### src/rtl/rle_byte_serializer.sv
module rle_byte_serializer #(
  parameter int          AW      = 4,
  parameter int          WW      = 16,
  parameter logic [31:0] RUN_MAX = 32'h7FFF_FFFF
) (
  input  logic          clk,
  input  logic          rst_n,
  input  logic          start,
  input  logic [7:0]    cfg_flags,
  input  logic [AW-1:0] newest_addr,
  input  logic [AW:0]   sample_cnt,
  input  logic [WW-1:0] word_limit,
  output logic [AW-1:0] rd_addr,
  input  logic [31:0]   rd_data,
  output logic          ob_valid,
  output logic [7:0]    ob_data,
  input  logic          ob_ready,
  output logic          done
);

  typedef enum logic [2:0] {S_IDLE, S_RD, S_CMP, S_CNT, S_VAL, S_FIN} st_t;

  st_t           st;
  logic [3:0]    en_q;
  logic          rle_q;
  logic [AW-1:0] addr;
  logic [AW:0]   rem;
  logic [WW-1:0] words, limit_q;
  logic [31:0]   val, run;
  logic          have;
  logic [1:0]    gidx, bk;

  logic [2:0]  n_en;
  logic [1:0]  first_g, next_g;
  logic [5:0]  sh;
  logic [31:0] cap_n, cap, mask;
  logic        eq, last_b, fire, word_end, limit_hit;
  logic [7:0]  raw;

  always_comb begin
    n_en    = '0;
    first_g = '0;
    next_g  = gidx;
    for (int k = 3; k >= 0; k--) begin
      n_en = n_en + 3'(en_q[k]);
      if (en_q[k]) first_g = 2'(k);
      if (en_q[k] && k > int'(gidx)) next_g = 2'(k);
    end
  end

  assign sh     = {n_en, 3'b000} - 6'd1;
  assign cap_n  = (n_en == 3'd0) ? 32'd0 : ((32'd1 << sh) - 32'd1);
  assign cap    = (cap_n < RUN_MAX) ? cap_n : RUN_MAX;
  assign mask   = {{8{en_q[3]}}, {8{en_q[2]}}, {8{en_q[1]}}, {8{en_q[0]}}};
  assign eq     = (rd_data & mask) == (val & mask);

  assign rd_addr   = addr;
  assign ob_valid  = (st == S_CNT) || (st == S_VAL);
  assign fire      = ob_valid && ob_ready;
  assign last_b    = ({1'b0, bk} == n_en - 3'd1);
  assign word_end  = fire && last_b;
  assign limit_hit = (words + WW'(1)) == limit_q;
  assign done      = (st == S_FIN);

  assign raw = (st == S_CNT) ? run[{bk, 3'b000} +: 8] : val[{gidx, 3'b000} +: 8];

  always_comb begin
    ob_data = raw;
    if (rle_q && last_b) ob_data[7] = (st == S_CNT);
  end

  always_ff @(posedge clk or negedge rst_n) begin
    if (!rst_n) begin
      st      <= S_IDLE;
      en_q    <= '0;
      rle_q   <= 1'b0;
      addr    <= '0;
      rem     <= '0;
      words   <= '0;
      limit_q <= '0;
      val     <= '0;
      run     <= '0;
      have    <= 1'b0;
      gidx    <= '0;
      bk      <= '0;
    end else begin
      case (st)
        S_IDLE: if (start) begin
          en_q    <= ~cfg_flags[5:2];
          rle_q   <= cfg_flags[0];
          addr    <= newest_addr;
          rem     <= sample_cnt;
          limit_q <= word_limit;
          words   <= '0;
          have    <= 1'b0;
          run     <= '0;
          bk      <= '0;
          if (cfg_flags[5:2] == 4'hF || sample_cnt == '0 || word_limit == '0)
            st <= S_FIN;
          else
            st <= S_RD;
        end
        S_RD: st <= S_CMP;
        S_CMP: begin
          if (!have) begin
            val  <= rd_data;
            have <= 1'b1;
            run  <= '0;
            addr <= addr - AW'(1);
            rem  <= rem - (AW+1)'(1);
            gidx <= first_g;
            bk   <= '0;
            st   <= (!rle_q || rem == (AW+1)'(1)) ? S_VAL : S_RD;
          end else if (eq && run < cap) begin
            run  <= run + 32'd1;
            addr <= addr - AW'(1);
            rem  <= rem - (AW+1)'(1);
            st   <= (rem == (AW+1)'(1)) ? S_CNT : S_RD;
          end else begin
            st <= (run != '0) ? S_CNT : S_VAL;
          end
        end
        S_CNT: if (fire) begin
          if (last_b) begin
            words <= words + WW'(1);
            bk    <= '0;
            gidx  <= first_g;
            st    <= limit_hit ? S_FIN : S_VAL;
          end else begin
            bk   <= bk + 2'd1;
            gidx <= next_g;
          end
        end
        S_VAL: if (fire) begin
          if (last_b) begin
            words <= words + WW'(1);
            bk    <= '0;
            gidx  <= first_g;
            have  <= 1'b0;
            run   <= '0;
            st    <= (limit_hit || rem == '0) ? S_FIN : S_RD;
          end else begin
            bk   <= bk + 2'd1;
            gidx <= next_g;
          end
        end
        default: st <= S_IDLE;
      endcase
    end
  end

  logic unused_ok;
  assign unused_ok = &{1'b0, word_end, cfg_flags[7:6], cfg_flags[1]};

endmodule


### config.mk
export PLATFORM = sky130hd
export DESIGN_NAME = rle_byte_serializer
export DESIGN_NICKNAME = d
export VERILOG_FILES = /design/src/rtl/rle_byte_serializer.sv
export SDC_FILE = /design/constraint.sdc
export NUM_CORES = 1
export LEC_CHECK = 0
export BUFFER_PORTS_ARGS = -buffer_cell sky130_fd_sc_hd__buf_2
export CAP_MARGIN = 20
export CORE_MARGIN = 5
export CORE_UTILIZATION = 65
export CTS_BUF_LIST = sky130_fd_sc_hd__clkbuf_4 sky130_fd_sc_hd__clkbuf_8 sky130_fd_sc_hd__clkbuf_16
export DETAILED_ROUTE_END_ITERATION = 16
export GPL_TIMING_DRIVEN = 0
export HOLD_SLACK_MARGIN = 0.05
export PLACE_DENSITY_LB_ADDON = 0.15
export SYNTH_ARGS = -nofsm -noshare
export SYNTH_HDL_FRONTEND = slang
export SYNTH_SLANG_ARGS = --single-unit
### constraint.sdc
create_clock -name clk -period 8.4 [get_ports clk]
set_input_delay 1.68 -clock clk [delete_from_list [all_inputs] [get_ports clk]]
set_output_delay 1.68 -clock clk [all_outputs]
set_load 0.005 [all_outputs]
==> run_results.csv <==
group,metric,value,unit
run_status,status,"complete, no violations",
timing,maxSlewViolCount,0,
synthesis,synth_edf_count,0,
setup_path,path_class,"reg -> reg",
cells_and_area,diodes,0,
hold_path,hp-class,"reg -> reg",
grt,met3_usage,0.0721,
synthesis,synth-main-ff-cell,"dfrtp_1",
cells_and_area,drive_above_1_share,0.207,
grt,met1_usage,0.394,
grt,antenna_found_initial,0,
synthesis,synth_nets,934,
floorplanning,coreArea,11900,um2
clock_tree,cts_resized,0,
route,viasPerCell,6.62,
route,drt-pass1-iter-count,6,
timing,timing_hold_violations_final,0,
synthesis,synth-simple-area-share,0.202,
synthesis,synth_warnings,0,
route,ant_nets,0,
grt,gr-total-overflow,0,
synthesis,synth_area_per_cell,9.41,um2
clock_tree,cts_buffer_depth,2,
floorplanning,die_area,14300,um2
clock_tree,cts_inserted_buffers,17,
floorplanning,ios,83,
synthesis,async_flop_share,1.00,
pwr,internal_power,2.14,mW
route,dr_total_vias,7224,
pwr,p_clk_frac,0.211,
grt,grt_pass1_wl,36.7,mm
floorplanning,fp-row-count,40,
cells_and_area,final_cell_mix,"dfrtp_1 (118), nand2_1 (81), buf_2 (80)",
synthesis,synth_cell_types,63,
timing,relSlewSlack,0.243,
clock_tree,cts_root_buffer,"clkbuf_16",
timing,setup-violations-final,0,
pwr,p_seq_frac,0.246,
timing,finClkSkew,0.00679,ns
floorplanning,floorplan.die.width,120,um
synthesis,synth_area,7830,um2
cells_and_area,nNetsFinal,1033,
clock_tree,clk_latency,0.43,ns
placed_design,place_inst,1059,
timing,post-route-period-util,0.671,
pwr,power,3.78,mW
clock_tree,path_clk_slew,0.06,ns
route,wl,22.2,mm
placed_design,place_hpwl,16.1,mm
timing,tightestPinTransition,1.13,ns
setup_path,startpoint_type,"register",
timing,rsz0062_at_grt,"no",
timing,final.min_clock_period,5.64,ns
synthesis,synth-adder-area-share,0.0547,
route,drcViolationCount,0,
cells_and_area,layout_commonest_cell,"dfrtp_1",
grt,grt_max_degree,76,
timing,tns,0,ns
pwr,switching_share,0.435,
synthesis,synth_compound_area_frac,0.141,
setup_path,crit_required,8.70,ns
setup_path,endpoint_kind,"register",
clock_tree,cts_tree,"yes",
synthesis,synth_top_family_by_area,"simple AND/OR/NAND/NOR gates",
grt,grt_pass1_vias,7331,
synthesis,ys_ff_latch,118,
setup_path,arrival,5.94,ns
pwr,p_per_area,416,nW/um2
grt,use_met2,0.548,
floorplanning,fp.dieH,120,um
clock_tree,postCtsHoldBufs,0,
clock_tree,htreeDepth,4,
setup_path,path_max_fanout,10,
cells_and_area,final_util,0.763,
cells_and_area,fillerInstances,845,
route,wl_per_cell,20.4,um
route,drt_iter0_markers,785,
timing,fmax,177,MHz
placed_design,port_buffers,79,
cells_and_area,layoutNonFillerInstCount,1091,
cells_and_area,syn2layout_area_growth,16.1,%
pwr,peakVddDrop,0.400,mV
clock_tree,cts_sinks,118,
placed_design,gp_routability_congestion,0.958,
synthesis,synth_xor_area_frac,0.0671,
synthesis,yosysSeqAreaShare,0.377,
synthesis,synthMuxAreaShare,0.122,
clock_tree,postCtsSetupBuffers,0,
pwr,pwr-share-comb,0.543,
pwr,switchingPower,1.65,mW
pwr,cellLeakagePower,3.85,nW
grt,grt.busiest_layer,"met2",
flow_run,max_cap_viol_count,0,
synthesis,syn_inst,832,
floorplanning,start_util,0.657,
grt,gr-usage-all-layers,0.321,
==> logic make-up (layout without fill, tap and decap cells) <==
group | count (synthesis) | count (layout)
multiplexers | 69 | 69
AO/OA/AOI/OAI | 179 | 179
flip-flops | 118 | 118
adder cells (fa/ha/maj) | 33 | 33
XOR/XNOR | 60 | 60
other | 1 | 1
buffers and inverters | 64 | 176
AND/OR/NAND/NOR | 308 | 308
==> Yosys cell counts (17+ instances only) <==
cell,number,area [um2]
clkbuf_1,30,113
or4_1,20,150
nand3_1,34,170
dfrtp_1,118,2950
mux2_2,50,563
nand4_1,23,144
nor3_1,17,85.1
ha_1,31,388
inv_1,24,90.1
nor2_1,55,206
xnor2_1,50,438
o21ai_0,42,210
nand2_1,81,304
nor4_1,17,106
a21oi_1,59,295
o31ai_1,27,203
==> sequential cells by signal, summed over array words and instances (netlist names), 2 cells and up <==
name and count:
val 32, st 3, rd_addr 4, run 32, limit_q 16, gidx 2, words 16, en_q 4
rem 5, bk 2
==> path summary, 6_finish.rpt <==
kind | startpoint | slack, ns | cells after the start | endpoint
min in group asynchronous | rst_n | 1.18 | 1 | words[0]
worst max register to register | en_q[1] | 2.76 | 24 | rem[1]
max in group asynchronous | rst_n | 6.51 | 2 | val[8]
worst min register to register | words[15] | 0.52 | 1 | words[15]
worst min-delay path | words[15] | 0.52 | 1 | words[15]
worst max-delay path | en_q[1] | 2.76 | 24 | rem[1]
==> power by group through the flow <==
stage	Sequential (mW)	Clock, mW	Combinational (mW)
floorplan	0.872	0	1.50
global placement	0.914	0	1.88
detailed placement	0.928	0	1.99
CTS	0.926	0.800	2.02
global route	0.954	0.834	2.26
finish	0.931	0.797	2.05
==> per-stage QoR <==
stage | hold WS, ns | worst slack [ns] | cell area, um2
2_1_floorplan | 0.471 | 3.57 | 7830
3_3_place_gp | 0.488 | 3.03 | 8410
3_5_place_dp | 0.515 | 2.90 | 8440
4_1_cts | 0.526 | 2.82 | 9090
5_1_grt | 0.524 | 2.49 | 9090
6_report | 0.523 | 2.76 | 9090
==> area by class of cell <==
class                   count  area [um2]  area share
multi-input cells         650        4600       0.506
flip-flops and latches    118        2950       0.325
clock buffers              21         474      0.0522
repair buffers             80         429      0.0472
plain buffers              40         191      0.0211
well taps                 147         184      0.0202
clock inverters            11         171      0.0189
inverters                  24        90.1     0.00991
==> worst max-delay path: stages (launching register included) <==
cell	delay, ns
dfrtp_1	0.44
inv_1	0.10
fa_1	0.52
inv_1	0.05
ha_1	0.20
ha_1	0.32
inv_1	0.07
ha_1	0.21
ha_1	0.30
clkbuf_2	0.18
nand2_1	0.12
ha_1	0.20
inv_1	0.05
a31oi_1	0.15
o21ai_0	0.12
ha_1	0.29
and4_1	0.18
nand3_1	0.11
or4b_1	0.49
and4_1	0.25
and3_1	0.19
buf_6	0.14
o21ai_2	0.39
buf_2	0.31
o21ai_0	0.12
==> routing by layer <==
metal / wire length, um / vias up
met2: 11100 / 352
met3: 1460 / 76
met4: 771 / 0
met1: 8900 / 3509
li1: - / 3287
met5: 0 / -
(Power assumes the default switching activity.)
